## src/rtl/pscg_pkg.sv

```systemverilog
// Shared types for the status bus command generator.
// Assumes a three-bit active-low status code with 111 meaning passive.
package pscg_pkg;
    localparam int STAT_W = 3;
    localparam logic [STAT_W-1:0] STAT_PASSIVE = '1;

    typedef enum logic [1:0] {PH_IDLE, PH_T1, PH_T2, PH_T3} phase_e;
    typedef enum logic [2:0] {CK_INTA, CK_IORD, CK_IOWR, CK_HALT,
                              CK_MRD, CK_MWR, CK_NONE} cyc_e;

    // Map a raw status code to the kind of bus cycle it announces.
    function automatic cyc_e decode_stat(input logic [STAT_W-1:0] s);
        case (s)
            3'b000:          return CK_INTA;
            3'b001:          return CK_IORD;
            3'b010:          return CK_IOWR;
            3'b011:          return CK_HALT;
            3'b100, 3'b101:  return CK_MRD;
            3'b110:          return CK_MWR;
            default:         return CK_NONE;
        endcase
    endfunction
endpackage

```

## src/rtl/pscg_seq.sv

```systemverilog
// Bus-cycle sequencer: tracks T1/T2/T3 from the status code and latches
// the cycle kind at T1. Assumes the status is stable around each edge.
module pscg_seq
    import pscg_pkg::*;
(
    input  logic              clk,
    input  logic              rst_n,
    input  logic [STAT_W-1:0] stat_n,
    output phase_e            phase,
    output cyc_e              kind
);
    logic passive;
    assign passive = (stat_n == STAT_PASSIVE);

    // Advance the phase each edge; a passive sample always ends the cycle.
    always_ff @(posedge clk) begin
        if (!rst_n) begin
            phase <= PH_IDLE;
            kind  <= CK_NONE;
        end else if (passive) begin
            phase <= PH_IDLE;
            kind  <= CK_NONE;
        end else begin
            case (phase)
                PH_IDLE: begin
                    phase <= PH_T1;
                    kind  <= decode_stat(stat_n);
                end
                PH_T1:   phase <= PH_T2;
                default: phase <= PH_T3;
            endcase
        end
    end


    passive_ends_chk: assert property (@(posedge clk) disable iff (!rst_n)
        passive |=> (phase == PH_IDLE));

    t1_follows_idle_chk: assert property (@(posedge clk) disable iff (!rst_n)
        (phase == PH_T1) |=> (phase == PH_T2 || phase == PH_IDLE));

    wait_holds_chk: assert property (@(posedge clk) disable iff (!rst_n)
        (phase == PH_T3 && !passive) |=> (phase == PH_T3 && $stable(kind)));
endmodule

```

## src/rtl/pscg_mode_gate.sv

```systemverilog
// Mode gating: derives the command and buffer permissions from the
// command enable, the bus-mode select and the arbiter grant.
module pscg_mode_gate (
    input  logic cmd_en,
    input  logic iobus_sel,
    input  logic addr_en_n,
    output logic io_mode,
    output logic sys_grant,
    output logic cmd_ok
);
    // Combine the three mode inputs into permissions.
    always_comb begin
        io_mode   = cmd_en & iobus_sel;
        sys_grant = cmd_en & ~iobus_sel & ~addr_en_n;
        cmd_ok    = io_mode | sys_grant;
    end
endmodule

```

## src/rtl/pscg_cmd_out.sv

```systemverilog
// Output stage: turns phase, cycle kind and mode permissions into the
// command strobes and bus-control outputs. Purely combinational from the
// sequencer state and the mode inputs.
module pscg_cmd_out
    import pscg_pkg::*;
(
    input  logic   clk,
    input  logic   rst_n,
    input  phase_e phase,
    input  cyc_e   kind,
    input  logic   io_mode,
    input  logic   sys_grant,
    input  logic   cmd_ok,
    output logic   mem_rd_n,
    output logic   mem_wr_n,
    output logic   io_rd_n,
    output logic   io_wr_n,
    output logic   adv_mem_wr_n,
    output logic   adv_io_wr_n,
    output logic   inta_n,
    output logic   ale,
    output logic   dir_tx,
    output logic   data_en,
    output logic   aux_en
);
    logic in_cycle, late, is_rd, is_wr, is_io, window;

    // Classify the current cycle and its buffer window.
    always_comb begin
        in_cycle = (phase != PH_IDLE);
        late     = (phase == PH_T2) || (phase == PH_T3);
        is_rd    = (kind == CK_MRD) || (kind == CK_IORD) || (kind == CK_INTA);
        is_wr    = (kind == CK_MWR) || (kind == CK_IOWR);
        is_io    = (kind == CK_IORD) || (kind == CK_IOWR);
        window   = (is_rd && late) || (is_wr && in_cycle);
    end

    // Drive the command strobes under the mode permission.
    always_comb begin
        mem_rd_n     = !(cmd_ok && late && kind == CK_MRD);
        io_rd_n      = !(cmd_ok && late && kind == CK_IORD);
        inta_n       = !(cmd_ok && late && kind == CK_INTA);
        adv_mem_wr_n = !(cmd_ok && late && kind == CK_MWR);
        adv_io_wr_n  = !(cmd_ok && late && kind == CK_IOWR);
        mem_wr_n     = !(cmd_ok && phase == PH_T3 && kind == CK_MWR);
        io_wr_n      = !(cmd_ok && phase == PH_T3 && kind == CK_IOWR);
    end

    // Drive the bus-control outputs and the dual-purpose enable.
    always_comb begin
        ale     = (phase == PH_T1);
        dir_tx  = !(in_cycle && is_rd);
        data_en = window && (io_mode ? !is_io : sys_grant);
        aux_en  = io_mode ? (window && is_io)
                          : (sys_grant && phase == PH_T1 && kind == CK_INTA);
    end


    ale_single_chk: assert property (@(posedge clk) disable iff (!rst_n)
        ale |=> !ale);

    adv_covers_wr_chk: assert property (@(posedge clk) disable iff (!rst_n)
        (!mem_wr_n |-> !adv_mem_wr_n) and (!io_wr_n |-> !adv_io_wr_n));

    one_cmd_chk: assert property (@(posedge clk) disable iff (!rst_n)
        $onehot0({~mem_rd_n, ~io_rd_n, ~inta_n, ~adv_mem_wr_n, ~adv_io_wr_n}));

    cmd_off_chk: assert property (@(posedge clk) disable iff (!rst_n)
        !cmd_ok |-> (mem_rd_n && io_rd_n && inta_n && adv_mem_wr_n && adv_io_wr_n));

    dir_rx_cmd_chk: assert property (@(posedge clk) disable iff (!rst_n)
        (!mem_rd_n || !io_rd_n || !inta_n) |-> !dir_tx);
endmodule

```

## src/rtl/pscg_top.sv

```systemverilog
// Processor status bus command generator top: sequencer, mode gate and
// output stage. Assumes status and mode inputs change away from the
// rising clock edge.
module pscg_top
    import pscg_pkg::*;
(
    input  logic              clk,
    input  logic              rst_n,
    input  logic [STAT_W-1:0] stat_n,
    input  logic              addr_en_n,
    input  logic              cmd_en,
    input  logic              iobus_sel,
    output logic              mem_rd_n,
    output logic              mem_wr_n,
    output logic              io_rd_n,
    output logic              io_wr_n,
    output logic              adv_mem_wr_n,
    output logic              adv_io_wr_n,
    output logic              inta_n,
    output logic              ale,
    output logic              dir_tx,
    output logic              data_en,
    output logic              aux_en
);
    phase_e phase;
    cyc_e   kind;
    logic   io_mode, sys_grant, cmd_ok;

    pscg_seq u_seq (
        .clk(clk), .rst_n(rst_n), .stat_n(stat_n), .phase(phase), .kind(kind)
    );

    pscg_mode_gate u_gate (
        .cmd_en(cmd_en), .iobus_sel(iobus_sel), .addr_en_n(addr_en_n),
        .io_mode(io_mode), .sys_grant(sys_grant), .cmd_ok(cmd_ok)
    );

    pscg_cmd_out u_out (
        .clk(clk), .rst_n(rst_n), .phase(phase), .kind(kind),
        .io_mode(io_mode), .sys_grant(sys_grant), .cmd_ok(cmd_ok),
        .mem_rd_n(mem_rd_n), .mem_wr_n(mem_wr_n), .io_rd_n(io_rd_n),
        .io_wr_n(io_wr_n), .adv_mem_wr_n(adv_mem_wr_n), .adv_io_wr_n(adv_io_wr_n),
        .inta_n(inta_n), .ale(ale), .dir_tx(dir_tx), .data_en(data_en),
        .aux_en(aux_en)
    );


    cascade_t1_chk: assert property (@(posedge clk) disable iff (!rst_n)
        (aux_en && !iobus_sel) |-> (ale && !addr_en_n && cmd_en));

    sys_grant_chk: assert property (@(posedge clk) disable iff (!rst_n)
        (!iobus_sel && addr_en_n) |-> (!data_en && mem_rd_n && mem_wr_n
                                       && io_rd_n && io_wr_n && inta_n));
endmodule

```

## config.mk

```make
export PLATFORM = sky130hd
export DESIGN_NAME = pscg_top
export DESIGN_NICKNAME = d
export VERILOG_FILES = /design/src/rtl/pscg_pkg.sv /design/src/rtl/pscg_seq.sv /design/src/rtl/pscg_mode_gate.sv /design/src/rtl/pscg_cmd_out.sv /design/src/rtl/pscg_top.sv
export SDC_FILE = /design/constraint.sdc
export NUM_CORES = 1
export LEC_CHECK = 0
export BUFFER_PORTS_ARGS = -buffer_cell sky130_fd_sc_hd__clkbuf_2
export CORE_AREA = 2 2 39 41
export CTS_CLUSTER_DIAMETER = 120
export DETAILED_ROUTE_END_ITERATION = 7
export DIE_AREA = 0 0 41 43
export HOLD_SLACK_MARGIN = 0.03
export PLACE_DENSITY = 0.64
export SLEW_MARGIN = 5
export SYNTH_ARGS = -nofsm -noshare
export SYNTH_HDL_FRONTEND = slang
export SYNTH_SLANG_ARGS = --single-unit
```

## constraint.sdc

```tcl
create_clock -name clk -period 2.1 [get_ports clk]
set_input_delay 0 -clock clk [delete_from_list [all_inputs] [get_ports clk]]
set_output_delay 0 -clock clk [all_outputs]
set_load 0.05 [all_outputs]
```

# After elaboration in Yosys (flattened, before gate mapping)
# Cells that the tools add are included.
# totals
inputBits	8
ff_bits	5
output_inout_bits	11
# op_classes
mux	4
n_bitwise	7
eq_ne	14
n_reduce_logical	37
# op_table
op	count
$eq A3 B3 Y1 const B	6
$pmux W3 S6	1
$logic_and A1 B1 Y1	16
$eq A3 B2 Y1 const B	3
$logic_not A1 Y1	9
$eq A3 B1 Y1 const B	2
$logic_not A3 Y1	2
$logic_or A1 B1 Y1	6
$eq A2 B2 Y1 const B	2
$pmux W2 S2	1
$reduce_or A2 Y1	2
$and A1 B1 Y1	3
$not A1 Y1	3
$eq A2 B1 Y1 const B	1
$logic_not A2 Y1	1
$mux W1	2
$reduce_bool A2 Y1	1
$or A1 B1 Y1	1

# Longest topological paths before layout
# Gate-level depths: netlist (run 1).
# depth
ltp_word	7
ltp_mapped	4

# By module
# Synthesis (run 1) repeated with hierarchy kept, for this count alone.
# hier_totals
hier_cells	58
area_unflattened_um2	444.2
# by_module_without_submodules
module	area_per_inst_um2	n_inst	cells_per_inst
pscg_seq	209.0	1	25
pscg_cmd_out	203.9	1	29
pscg_mode_gate	31.3	1	4

# Least setup slack after synthesis (run 1)
# Ideal clock, no wire load.
# synth_path
kind	register to output
startpoint	reg u_seq.phase[1]
endpoint	out aux_en
path_buffers	0
slack_ns	0.858
arrival_time_ns	1.242
path_stages_with_launch	3
path_cell_list	dfxtp_1 -> and2b_2 -> a32o_1
# synth_lines
item	line	source
start, declared	pscg_seq.sv:9	output phase_e phase,
start signal, assigned	pscg_seq.sv:18	phase <= PH_IDLE;
start signal, assigned	pscg_seq.sv:21	phase <= PH_IDLE;
start signal, assigned	pscg_seq.sv:26	phase <= PH_T1;
$eq A2 B1 Y1	n/a	
via ale	pscg_top.sv:20	output logic ale,
$logic_and A1 B1 Y1 (2 in series)	pscg_cmd_out.sv:55	: (sys_grant && phase == PH_T1 && kind == CK_INTA);
$mux W1	pscg_cmd_out.sv:54	aux_en = io_mode ? (window && is_io)
end, declared	pscg_top.sv:23	output logic aux_en
# The timed path passes the listed nets, and every way through them passes these cells.

# Worst setup path in the final report (run 1)
# layout_path
startpoint	reg u_seq.kind[2]
endpoint	out data_en
# layout_via
elab_chain_cells	6
# layout_lines
item	line	source
start, declared	pscg_seq.sv:10	output cyc_e kind
start signal, assigned	pscg_seq.sv:27	kind <= decode_stat(stat_n);
$eq A3 B3 Y1 / $eq A3 B1 Y1 (equally long branches)	pscg_cmd_out.sv:32, pscg_cmd_out.sv:34	
$logic_or A1 B1 Y1 (2 in series)	pscg_cmd_out.sv:32	is_rd = (kind == CK_MRD) || (kind == CK_IORD) || (kind == CK_INTA);
$logic_and A1 B1 Y1	pscg_cmd_out.sv:35	window = (is_rd && late) || (is_wr && in_cycle);
$logic_or A1 B1 Y1	pscg_cmd_out.sv:35	
$logic_and A1 B1 Y1 *	pscg_cmd_out.sv:53	data_en = window && (io_mode ? !is_io : sys_grant);
end, declared	pscg_top.sv:22	output logic data_en,
# Mark *: on every way between the ends. The rest lies on a longest branch, timed or not.

==> summary.md, run 1 <==
| Metric | Value |
|---|---|
| Root Driver | `clkbuf_4` |
| WP data required | `2.10 ns` |
| RR Startpoint | `u_seq.phase[1]` |
| Register area share after synthesis | `0.256` |
| Post-CTS Setup Bufs | `0` |
| Worst Clk Skew | `0.00526 ns` |
| Die area | `1760 um2` |
| Synthesized area | `392 um2` |
| Place WS | `0.796 ns` |
| Gpl congestion | `0.744` |
| Core area | `1380 um2` |
| TritonCTS clock tree | `yes` |
| Setup TNS | `0 ns` |
| Final worst path period share | `0.740` |
| Placed instance area | `482 um2` |
| Flop-to-flop setup slack | `0.90 ns` |
| Die X | `41 um` |
| Vias | `442` |
| Logic pwr share | `0.291` |
| Synth cell types | `30` |
| DRC | `0` |
| Synth top area share | `0.256` |
| 1st-pass router iterations | `4` |
| Actual slew at the worst max-slew pin | `0.327 ns` |
| Vias/cell | `5.08` |
| Die Ht | `43 um` |
| Hold/Removal Path Class | `in -> reg` |
| Core Util, Final | `0.389` |
| Clk sinks | `5` |
| Clk_lat worst skew | `0.25 ns` |
| Clock power frac | `0.335` |
| Crit start category | `flop` |
| Hold Crit Start | `stat_n[0]` |
| Max Cap Violations | `0` |
| Routed Antenna Nets | `0` |
| Peak VDD IR | `318 uV` |
| Syn avg cell area | `7.99 um2` |
| Placed cell count | `80` |
| Slowest stage delay, CP | `0.51 ns` |
| Power share of the sequential group | `0.373` |
| Setup violations, final | `0` |
| Longest Clk Path Bufs | `2` |
| Fmax | `0.644 GHz` |
| Top FF cell, synth | `dfxtp_1` |
| Htree depth | `1` |
| RSZ-0062 raised after global routing | `false` |
| Cell leakage power | `0.241 nW` |
| Cell taking the most area after synthesis | `dfxtp_1` |
| Slew HR | `0.782` |
| Design area | `538 um2` |
| Clk slew on worst S/H paths | `0.05 ns` |
| Crit path arrival time | `1.55 ns` |
| Syn-to-layout area delta | `37.4%` |
| Switching Fraction | `0.352` |
| Antenna cells | `0` |
| Final setup margin | `0.547 ns` |
| Num CTS Buffers | `3` |
| Layout Cells excl Fill | `87` |
| Async set or reset register ratio after synthesis | `0` |
| Critical path's slowest cell | `dfxtp_1` |
| Num rows | `14` |
| IO Port Bufs | `18` |
| Status | `complete, no violations` |
| Fin crit period | `1.55 ns` |
| Number of flops mapped to enable cells by yosys | `0` |
| Reg area | `100 um2` |
| WL final | `921 um` |
| Post-Synthesis Cells | `49` |
| Power per cell area | `628 nW/um2` |
| First-pass GRT wire length | `1440 um` |
| P_int | `0.000219 W` |
| Critical Path End Type | `output pin` |
| Top post-synthesis cells by area | `dfxtp_1 26%, nor2_1 4.8%, nand3_1 3.8%, a2111oi_2 3.8%, buf_4 3.8%` |
| Final Max Tran Viols | `0` |
| Net Switching | `0.000119 W` |
| Routed len/inst | `10.6 um` |
| 1st-iter DRT viols | `10` |
| Yosys Warn Count | `0` |
| CP Cell Sequence | `a211oi_1 > nor3_1 > and3b_1 > clkbuf_2` |
| Synthesized flop and latch total | `5` |
| FILL cells | `156` |
| Top cell family by delay on the critical path | `flip-flops` |
| Initial antenna violation count | `0` |
| Critical Path Start | `u_seq.kind[2]` |
| Largest net degree at the start of global routing | `11` |
| HPWL Detailed | `734 um` |
| I/O Pins | `19` |
| WS Path Type | `reg -> out` |
| Final nets | `80` |
| Gr usage total | `0.128` |
| Initial Utilization | `0.283` |
| Vias in the first global route | `360` |
| Final hold vios | `0` |
| Crit path max fanout | `10` |
| Share of layout cells above drive strength 1 | `0.408` |
| Area occupied by multi-input gates | `260 um2` |
| CP Buf/Inv Count | `1` |
| Post-Syn Nets | `57` |
| GR Overflow Total | `0` |
power by group through the flow:
stage	Sequential (W)	Clock, W	Combinational [W]
floorplan	0.000111	0	0.0000902
global placement	0.000127	0	0.0000928
detailed placement	0.000128	0	0.0000944
CTS	0.000126	0.000119	0.0000991
global route	0.000128	0.000126	0.000109
finish	0.000126	0.000113	0.0000983
cells in the mapped netlist, types with 2 or more instances:
library cell / n
buf_4: 2
dfxtp_1: 5
inv_1: 3
nand2_1: 3
nand3_1: 3
nand3b_1: 2
nand4_1: 2
nor2_1: 5
nor3_1: 2
o21ai_0: 2
cells by family after synthesis:
kind of cell           after synthesis  synth area share
buffers and inverters                6            0.0798
AO/OA/AOI/OAI                       11             0.230
AND/OR/NAND/NOR                     26             0.412
flip-flops                           5             0.256
XOR/XNOR                             1            0.0224
sequential cells by signal (all words and copies together), names as in the netlist:
signal / cells
u_seq.kind: 3
u_seq.phase: 2
area by class of cell:
cell class	count	share of cell area
Sequential cell	5	0.186
Multi-Input combinational cell	38	0.484
Tap cell	16	0.0372
Inverter	3	0.0209
Timing Repair Buffer	21	0.223
Clock buffer	4	0.0488
routing by layer:
metal,global-route usage,share of wire,routed length [um]
met4,0.0800,0,0
met3,0.0628,0.071,65
met5,0,0,0
met2,0.184,0.49,451
met1,0.141,0.44,404
worst reg2reg max path, delay by kind of cell (launching register included):
| kind | cells | cell delay, ns |
|---|---|---|
| simple gates | 2 | 0.40 |
| compound gates | 1 | 0.35 |
| flops | 1 | 0.35 |
stage by stage:
stage	power [W]	hold slack, ns
2_1_floorplan	0.000201	0.0718
3_3_place_gp	0.000219	0.182
3_5_place_dp	0.000222	0.188
4_1_cts	0.000343	0.126
5_1_grt	0.000363	0.156
6_report	0.000338	0.138
placed cells by master (no fill, tap or decap), types with 2 or more instances in the layout:
| cell | n |
|---|---|
| o21ai_0 | 2 |
| inv_1 | 3 |
| nor3_1 | 2 |
| nand2_1 | 3 |
| clkbuf_4 | 3 |
| dfxtp_1 | 5 |
| nand3b_1 | 2 |
| dlygate4sd3_1 | 3 |
| nand4_1 | 2 |
| nor2_1 | 5 |
| nand3_1 | 3 |
| clkbuf_2 | 18 |
repair_timing:
| action | 4_1_cts | 5_1_grt |
|---|---|---|
| resized for setup | 0 | 0 |
| hold endpoints to repair | 3 | 0 |
| hold buffers | 3 | 0 |
worst paths after layout:
check	cells after the start	end
min	4	u_seq.kind[1]
min reg2reg	2	u_seq.kind[2]
max	4	data_en
max reg2reg	3	u_seq.kind[0]
Note: power is estimated with default switching activity, not from simulation.
==> inputs of run 2 (changes only) <==
--- a/config.mk
+++ b/config.mk
@@ -5,6 +5,7 @@
 export SDC_FILE = /design/constraint.sdc
 export NUM_CORES = 1
 export LEC_CHECK = 0
+export ABC_AREA = 1
 export BUFFER_PORTS_ARGS = -buffer_cell sky130_fd_sc_hd__clkbuf_2
 export CORE_AREA = 2 2 39 41
 export CTS_CLUSTER_DIAMETER = 120
==> constraint.sdc (replaced) <==
create_clock -name clk -period 1.47 [get_ports clk]
set_input_delay 0 -clock clk [delete_from_list [all_inputs] [get_ports clk]]
set_output_delay 0 -clock clk [all_outputs]
set_load 0.05 [all_outputs]
==> summary.md, run 2 <==
| Metric | Value |
|---|---|
| Num CTS Buffers | `3 (unchanged)` |
| Largest registers | `u_seq.kind (3), u_seq.phase (2)` |
| Setup violations, final | `0 (unchanged)` |
| Largest net degree at the start of global routing | `8 (-3)` |
| Actual slew at the worst max-slew pin | `0.276 ns (-0.0509 ns)` |
| Biggest register | `u_seq.kind` |
| Crit start category | `flop` |
| FILL cells | `147 (-5.8%)` |
| Initial antenna violation count | `0 (unchanged)` |
| Final hold vios | `0 (unchanged)` |
| HPWL Detailed | `671 um (-8.7%)` |
| Critical Path Stages | `5 (+1)` |
| Reg area | `100 um2 (unchanged)` |
| RSZ-0062 raised after global routing | `false` |
| Clk sinks | `5 (unchanged)` |
| Gr usage total | `0.106 (-0.0219)` |
| Top cells by count, synth | `16 x nand2_1, 10 x inv_1, 6 x nand3_1, 6 x nor2_1, 5 x dfxtp_1` |
| 1st-pass router iterations | `3 (-1)` |
| Yosys Warn Count | `0 (unchanged)` |
| Flop-to-flop setup slack | `0.52 ns (-0.38 ns)` |
| Async set or reset register ratio after synthesis | `0 (unchanged)` |
| Cell taking the most area after synthesis | `dfxtp_1` |
| Top post-synthesis cells by area | `dfxtp_1 26%, nand2_1 16%, inv_1 9.7%, nand3_1 7.8%, nand2_2 6.5%` |
| Top FF cell, synth | `dfxtp_1` |
| Setup TNS | `0 ns (unchanged)` |
| Met2 Use GR | `0.141 (-0.0438)` |
| Routed len/inst | `7.31 um (-31%)` |
| Register area share after synthesis | `0.260 (+0.00415)` |
| CP Buf/Inv Count | `1 (unchanged)` |
| Worst Setup EP | `aux_en` |
| Share of layout cells above drive strength 1 | `0.393 (-0.0152)` |
| Vias in the first global route | `351 (-2.5%)` |
| Htree depth | `1 (unchanged)` |
| Status | `complete, no violations` |
| Cell leakage power | `0.309 nW (+28%)` |
| Most frequent cells in the layout | `16 x nand2_1, 16 x clkbuf_2, 10 x inv_1` |
| IO Port Bufs | `18 (unchanged)` |
| Post-CTS Setup Bufs | `0 (unchanged)` |
| Peak VDD IR | `526 uV (+65%)` |
| Slew HR | `0.817 (+0.0350)` |
| I/O Pins | `19 (unchanged)` |
| DRC | `0 (unchanged)` |
| Met3 Track Usage GR | `0.0471 (-0.0157)` |
| Syn avg cell area | `5.93 um2 (-26%)` |
| WP data required | `1.47 ns (-0.63 ns)` |
| Core area | `1380 um2 (unchanged)` |
| Synth top area share | `0.260 (+0.00415)` |
| Power per cell area | `855 nW/um2 (+36%)` |
| Crit path arrival time | `1.37 ns (-0.18 ns)` |
| First-pass GRT wire length | `1280 um (-12%)` |
| Fmax | `0.728 GHz` |
| TritonCTS clock tree | `yes` |
| Number of flops mapped to enable cells by yosys | `0 (unchanged)` |
| Number of cells on the worst reg-to-reg path | `4 (+1)` |
| GR Overflow Total | `0 (unchanged)` |
| Top cell family by delay on the critical path | `simple AND/OR/NAND/NOR gates` |
| 1st-iter DRT viols | `17 (+7)` |
| Root Driver | `clkbuf_4` |
| Largest register FFs | `3 (unchanged)` |
| Post-Synthesis Cells | `65 (+33%)` |
| Final setup margin | `0.0972 ns (-0.449 ns)` |
| Worst Clk Skew | `0.00103 ns (-0.00423 ns)` |
| Synthesized area | `385 um2 (-1.6%)` |
| Die Ht | `43 um (unchanged)` |
| Global Route met1 Usage | `0.146 (+0.00415)` |
| Final Max Tran Viols | `0 (unchanged)` |
| Routed Antenna Nets | `0 (unchanged)` |
| Final worst path period share | `0.934` |
| Most frequent cell after synthesis | `nand2_1` |
| Die X | `41 um (unchanged)` |
| Area occupied by multi-input gates | `233 um2 (-11%)` |
| Gpl congestion | `0.677 (-9.0%)` |
| Slowest stage delay, CP | `0.35 ns (-0.16 ns)` |
| Initial Utilization | `0.278 (-0.00452)` |
| FF-to-FF End | `u_seq.kind[0]` |
| Vias | `441 (-0.23%)` |
| Longest Clk Path Bufs | `2 (unchanged)` |
| WS Path Type | `reg -> out` |
| Synthesized flop and latch total | `5 (unchanged)` |
| Syn-to-layout area delta | `41.9%` |
| Place WS | `0.315 ns (-0.481 ns)` |
| Max Cap Violations | `0 (unchanged)` |
| Clk_lat worst skew | `0.24 ns (about the same)` |
| WL final | `768 um (-17%)` |
| Antenna cells | `0 (unchanged)` |
| Num rows | `14 (unchanged)` |
| Clk slew on worst S/H paths | `0.04 ns (about the same)` |
| RR Startpoint | `u_seq.phase[1]` |
| Fin crit period | `1.37 ns` |
| Final nets | `98 (+23%)` |
| Critical path's slowest cell | `dfxtp_1` |
| Die area | `1760 um2 (unchanged)` |
| GRT busiest layer | `met1` |
| Critical Path End Type | `output pin` |
| Synth cell types | `18 (-40%)` |
| CP Cell Sequence | `or2_1 > nor2_2 > nand3_1 > nand2_1 > buf_2` |
| Critical Path Start | `u_seq.kind[0]` |
| Vias/cell | `4.20 (-17%)` |
| Crit path max fanout | `7 (-3)` |
| Post-Syn Nets | `73 (+28%)` |
| Hold/Removal Path Class | `in -> reg` |
[run 2: layout make-up]
type | count | area share
clock buffers | 4 | 0.0481
repair buffers | 20 | 0.206
well taps | 16 | 0.0366
multi-input cells | 46 | 0.426
flip-flops and latches | 5 | 0.183
inverters | 14 | 0.101
[run 2: layer usage]
metal,wire length (um),vias up
met1,407,176
met5,0,-
met3,50,0
met4,0,0
li1,-,250
met2,310,15
[run 2: how the worst min path moves through the flow]
stage	from	endpoint	slack, ns	cells after the start
after floorplan	stat_n[1]	u_seq.kind[0]	0.14	2
after global placement	stat_n[1]	u_seq.kind[0]	0.27	3
after detailed placement	stat_n[1]	u_seq.kind[0]	0.27	3
after CTS	stat_n[0]	u_seq.kind[0]	0.06	4
after global routing	stat_n[0]	u_seq.kind[0]	0.1	4
final	stat_n[2]	u_seq.kind[2]	0.08	3
[run 2: report_power, final]
part | total [W] | switching (W) | internal [W]
Clock | 0.000152 | 0.0000499 | 0.000102
Combinational | 0.000145 | 0.0000981 | 0.0000473
Sequential | 0.000170 | 0.0000192 | 0.000151
[run 2: per-stage QoR]
| stage | std cells | power, W | util | hold WS [ns] | instance area [um2] |
|---|---|---|---|---|---|
| 2_1_floorplan | 65 | 0.000279 | - | 0.140 | 388 |
| 3_3_place_gp | 99 | 0.000313 | 0.360 | 0.269 | 498 |
| 3_5_place_dp | 99 | 0.000314 | 0.360 | 0.269 | 498 |
| 4_1_cts | 105 | 0.000477 | 0.393 | 0.0646 | 544 |
| 5_1_grt | 105 | 0.000510 | 0.395 | 0.0958 | 547 |
| 6_report | 105 | 0.000467 | 0.395 | 0.0818 | 547 |
[run 2: worst min-delay path, stage by stage]
cell and delay [ns]:
clkbuf_2 0.09, inv_1 0.08, o211ai_1 0.09
[run 2: cell families (layout without fill, tap and decap cells)]
family,after synthesis,after routing,synth area share
compound gates,7,7,0.117
buf+inv,14,38,0.143
flops,5,5,0.260
simple gates,39,39,0.481
[run 2: what timing repair did]
| action | CTS | global route |
|---|---|---|
| endpoints found under the setup margin | 0 | 2 |
| hold buffers | 2 | 0 |
| endpoints found under the hold margin | 3 | 0 |
| resized for setup | 0 | 3 |
